--- config.mk ---
export PLATFORM = sky130hd
export DESIGN_NAME = seg_dac_decoder
export DESIGN_NICKNAME = d
export VERILOG_FILES = /design/src/rtl/dac_seg_pkg.sv /design/src/rtl/dac_rst_sync.sv /design/src/rtl/dac_port_capture.sv /design/src/rtl/dac_therm_decoder.sv /design/src/rtl/seg_dac_decoder.sv
export SDC_FILE = /design/constraint.sdc
export NUM_CORES = 1
export LEC_CHECK = 0
export ABC_AREA = 0
export ABC_CLOCK_PERIOD_IN_PS = 2600
export CELL_PAD_IN_SITES_DETAIL_PLACEMENT = 0
export CELL_PAD_IN_SITES_GLOBAL_PLACEMENT = 1
export CORE_AREA = 2 2 87 89
export DETAILED_ROUTE_END_ITERATION = 8
export DIE_AREA = 0 0 89 91
export GPL_TIMING_DRIVEN = 0
export PLACE_DENSITY = 0.8
export SYNTH_ARGS = -nofsm -noshare
export SYNTH_HDL_FRONTEND = slang
export SYNTH_SLANG_ARGS = --single-unit
export TNS_END_PERCENT = 50
--- constraint.sdc ---
create_clock -name clk -period 2.6 [get_ports clk]
set_input_delay 0.52 -clock clk [delete_from_list [all_inputs] [get_ports clk]]
set_output_delay 0.52 -clock clk [all_outputs]
set_load 0.02 [all_outputs]
--- src/rtl/dac_seg_pkg.sv ---
package dac_seg_pkg;
  localparam int unsigned WORD_W_DEF   = 10;
  localparam int unsigned COARSE_W_DEF = 5;
  localparam int unsigned FINE_W_DEF   = 4;
  localparam int unsigned NUM_PORTS    = 2;
  localparam int unsigned SYNC_STAGES  = 2;

  typedef enum logic {
    PICK_A = 1'b0,
    PICK_B = 1'b1
  } port_pick_e;
endpackage

--- src/rtl/dac_rst_sync.sv ---
module dac_rst_sync #(
  parameter int unsigned STAGES = dac_seg_pkg::SYNC_STAGES
) (
  input  logic clk,
  input  logic rst_n,
  output logic rst_int_n
);
  logic [STAGES-1:0] chain_q;
  logic [STAGES-1:0] chain_d;

  always_comb begin
    chain_d = {chain_q[STAGES-2:0], 1'b1};
  end

  always_ff @(posedge clk or negedge rst_n) begin
    if (!rst_n) begin
      chain_q <= '0;
    end else begin
      chain_q <= chain_d;
    end
  end

  assign rst_int_n = chain_q[STAGES-1];
endmodule

--- src/rtl/dac_port_capture.sv ---
module dac_port_capture #(
  parameter int unsigned W = dac_seg_pkg::WORD_W_DEF
) (
  input  logic         clk,
  input  logic         rst_n,
  input  logic         load_en,
  input  logic [W-1:0] d,
  output logic [W-1:0] q
);
  logic [W-1:0] q_nxt;

  always_comb begin
    q_nxt = q;
    if (load_en) begin
      q_nxt = d;
    end
  end

  always_ff @(posedge clk or negedge rst_n) begin
    if (!rst_n) begin
      q <= '0;
    end else begin
      q <= q_nxt;
    end
  end
endmodule

--- src/rtl/dac_therm_decoder.sv ---
module dac_therm_decoder #(
  parameter int unsigned IN_W  = 5,
  localparam int unsigned LINES = (1 << IN_W) - 1
) (
  input  logic [IN_W-1:0]  code,
  output logic [LINES-1:0] lines
);
  for (genvar i = 0; i < LINES; i++) begin : g_line
    always_comb begin
      lines[i] = (int'(code) > i);
    end
  end
endmodule

--- src/rtl/seg_dac_decoder.sv ---
module seg_dac_decoder #(
  parameter int unsigned WORD_W   = dac_seg_pkg::WORD_W_DEF,
  parameter int unsigned COARSE_W = dac_seg_pkg::COARSE_W_DEF,
  parameter int unsigned FINE_W   = dac_seg_pkg::FINE_W_DEF,
  localparam int unsigned COARSE_N = (1 << COARSE_W) - 1,
  localparam int unsigned FINE_N   = (1 << FINE_W) - 1
) (
  input  logic                clk,
  input  logic                rst_n,
  input  logic [WORD_W-1:0]   port_a_word,
  input  logic [WORD_W-1:0]   port_b_word,
  output logic [COARSE_N-1:0] coarse_sw,
  output logic [FINE_N-1:0]   fine_sw,
  output logic                lsb_sw
);
  import dac_seg_pkg::*;

  localparam int unsigned FINE_LO   = WORD_W - COARSE_W - FINE_W;
  localparam int unsigned COARSE_LO = FINE_LO + FINE_W;

  logic              rst_int_n;
  port_pick_e        sel_q;
  port_pick_e        sel_d;
  logic [WORD_W-1:0] port_in [NUM_PORTS];
  logic [WORD_W-1:0] words_q [NUM_PORTS];
  logic [WORD_W-1:0] sel_word;
  logic [COARSE_N-1:0] coarse_d;
  logic [FINE_N-1:0]   fine_d;
  logic                lsb_d;

  dac_rst_sync #(.STAGES(SYNC_STAGES)) u_rst_sync (
    .clk       (clk),
    .rst_n     (rst_n),
    .rst_int_n (rst_int_n)
  );

  assign port_in[0] = port_a_word;
  assign port_in[1] = port_b_word;

  // Each port loads on the edge just before the select turns to it.
  for (genvar p = 0; p < NUM_PORTS; p++) begin : g_port
    logic load_en;
    assign load_en = (sel_q != port_pick_e'(p));
    dac_port_capture #(.W(WORD_W)) u_cap (
      .clk     (clk),
      .rst_n   (rst_int_n),
      .load_en (load_en),
      .d       (port_in[p]),
      .q       (words_q[p])
    );
  end

  always_comb begin
    sel_d = (sel_q == PICK_A) ? PICK_B : PICK_A;
  end

  always_ff @(posedge clk or negedge rst_int_n) begin
    if (!rst_int_n) begin
      sel_q <= PICK_A;
    end else begin
      sel_q <= sel_d;
    end
  end

  always_comb begin
    sel_word = (sel_q == PICK_B) ? words_q[1] : words_q[0];
  end

  dac_therm_decoder #(.IN_W(COARSE_W)) u_coarse_dec (
    .code  (sel_word[WORD_W-1:COARSE_LO]),
    .lines (coarse_d)
  );

  dac_therm_decoder #(.IN_W(FINE_W)) u_fine_dec (
    .code  (sel_word[COARSE_LO-1:FINE_LO]),
    .lines (fine_d)
  );

  assign lsb_d = sel_word[0];

  always_ff @(posedge clk or negedge rst_int_n) begin
    if (!rst_int_n) begin
      coarse_sw <= '0;
      fine_sw   <= '0;
      lsb_sw    <= 1'b0;
    end else begin
      coarse_sw <= coarse_d;
      fine_sw   <= fine_d;
      lsb_sw    <= lsb_d;
    end
  end
endmodule

==> impl_metrics.yaml <==
outcome:
  status: "finished, final reports clean"
floorplan:
  start_util_pct: 35.9
  rows: 31
  die_height_um: 91
  core_um2: 7140
  die_area_um2: 8100
  die_w_um: 89
  io_pins: 69
min_path:
  hp-class: "reg -> async"
route:
  dr.pass1.iters: 4
  drtIter0Drc: 81
  wl_per_cell_um: 13.7
  ant_nets: 0
  wirelength_um: 5210
  vias_per_cell: 4.53
  route.detailed.drc: 0
  num_vias: 1726
clock_network:
  cts-root-buf: "clkbuf_8"
  cts.sinks: 70
  cts_made_buffers: 9
  cts_resized: 0
  cts_buffer_depth: 2
  htreeDepth: 3
  cts_hold_buffers: 0
  cts_tree: "done"
  cts_setup_buffers: 0
  clk_pin_slew_ns: 0.07
  clk_latency_ns: 0.34
synthesis:
  synth.avg_cell_area_um2: 13.0
  synthXorXnorAreaFrac_pct: 0
  synth-compound-area-share_pct: 12.6
  async_reset_ff_share_pct: 100
  synth_area_um2: 2560
  synth_mux_area_share_pct: 5.82
  synth_simple_gate_area_share_pct: 9.04
  yosysWarnings: 0
  synth_edf_count: 0
  syn_inst: 197
  synth_nets: 219
  ys_types: 33
  synth_top_family_by_area: "compound AO/OA/AOI/OAI gates"
  synth_fa_ha_area_share_pct: 0
  ys_seq_area_share_pct: 68.4
  synth-main-ff-cell: "dfrtp_1"
  ys_ff_latch: 70
final_layout:
  finish.utilization_pct: 50.7
  layout_common_cells: "69 x dfrtp_1, 68 x clkdlybuf4s50_1, 23 x nand2_1"
  seq_area_um2: 1750
  antennaDiodeCount: 0
  drive_gt1_share_pct: 16.0
  finalNetCount: 299
  layout_commonest_cell: "dfrtp_1"
  syn_to_final_growth_pct: 41.4
  layout.cells.non_filler: 381
  fillers: 642
  multi_input_area_um2: 706
worst_setup_path:
  crit_fanout: 1
  critical_path_class: "reg -> out"
  required_ns: 2.08
  cp-start-kind: "flop"
  critPathTopFamily: "buffers and inverters"
  slowest_delay_ns: 0.61
  worstSetupEndpointType: "primary output"
  crit_buf_inv: 1
  arrival_ns: 1.31
  critPathSlowestCell: "clkdlybuf4s50_1"
  path_cells: "clkdlybuf4s50_1"
placed_design:
  place_inst: 365
  port_buffers: 68
  gp_congestion: 0.829
  dp_hpwl_um: 3840
timing:
  finalSetupTns_ns: 0
  fmaxAchievable_mhz: 548
  post-route-period-util_pct: 70.2
  finClkSkew_ns: 0.00622
  hold_viol_final: 0
  finalCriticalPeriod_ns: 1.83
  finalSetupViolCount: 0
  maxSlewHeadroom_pct: 51.0
  rsz0062_at_grt: "no"
  slew_violations: 0
  worst_pin_slew_ns: 0.735
power_and_ir_drop:
  worst_ir_drop_vdd_uv: 235
  power_mw: 2.42
  p_leak_nw: 1.55
  powerDensity_nw_per_um2: 669
job:
  drv_cap: 0
global_routing:
  grt.total_usage_pct: 14.0
  grt_pass1_vias: 1715
  gr-total-overflow: 0
  grt_max_degree: 36
  grt_pass1_wl_um: 8500
  antenna_found_initial: 0
flip-flops by register name, summed over array words and instances (netlist names):
| name | flops |
|---|---|
| u_rst_sync.chain_q | 2 |
| coarse_sw | 31 |
| lsb_sw | 1 |
| g_port.u_cap.q | 20 |
| fine_sw | 15 |
| g_port.load_en | 1 |
area by class of cell:
type | count | share of cell area (%)
buffer | 7 | 1.69
clock buffer | 13 | 4.67
clock inverter | 3 | 1.80
inverter | 11 | 1.14
multi-input combinational | 109 | 19.5
sequential | 70 | 48.4
tap | 99 | 3.42
timing repair buffer | 69 | 19.4
synth_stat cells, types with 2 or more instances:
library cell   n  area share (%)
nor2b_1        4            0.98
dfrtp_1       70              68
nand2_1       23             3.4
buf_4          3            0.88
mux2_2        12             5.3
a21o_1         4             1.2
buf_6          3             1.3
or3_1          3            0.73
nand3_1        3            0.59
a21oi_1       12             2.3
a32o_1         2            0.78
o21ai_0        6             1.2
nor2_1        11             1.6
nor3_1         3            0.59
a32oi_1        4             1.4
o32ai_2        2             1.3
inv_1         10             1.5
o21ai_1        5            0.98
o22a_1         2            0.68
o31ai_2        2            0.98
cell families after synthesis:
group	after synthesis
compound gates	44
buf+inv	18
simple gates	51
other cells	1
flops	70
mux	13
metrics by stage:
step	setup WS [ns]	hold WS, ns	instance area [µm²]
finish	0.774	0.334	3620
global route	0.731	0.331	3620
floorplan	0.506	0.224	2560
CTS	0.768	0.325	3620
global placement	-0.0861	0.337	3360
detailed placement	1.14	0.342	3390
final timing paths:
kind | start | to | slack [ns] | cells after the start
min in group clk | u_rst_sync.chain_q[0] | u_rst_sync.chain_q[1] | 0.35 | 0
min | u_rst_sync.chain_q[1] | coarse_sw[23] | 0.33 | 0
min reg2reg | u_rst_sync.chain_q[1] | coarse_sw[23] | 0.33 | 0
max | fine_sw[9] | fine_sw[9] | 0.77 | 1
max reg2reg | g_port[0].load_en | fine_sw[8] | 1.14 | 3
max in group asynchronous | u_rst_sync.chain_q[1] | fine_sw[11] | 1.64 | 1
metal layers:
metal  track usage (%)  vias up  share of wire [%]
met5                 0        -                  0
met4              6.22        0                1.7
met3              4.27        7                4.5
met2              20.7       51                 47
met1              18.9      835                 46
li1                  -      833                  -
power breakdown:
part           switching (mW)  total, mW  internal, mW
combinational           0.125      0.252         0.127
clock                   0.371      0.988         0.618
sequential             0.0390       1.18          1.14
total                   0.535       2.42          1.89
No activity file was read; power rests on OpenSTA's default activity.
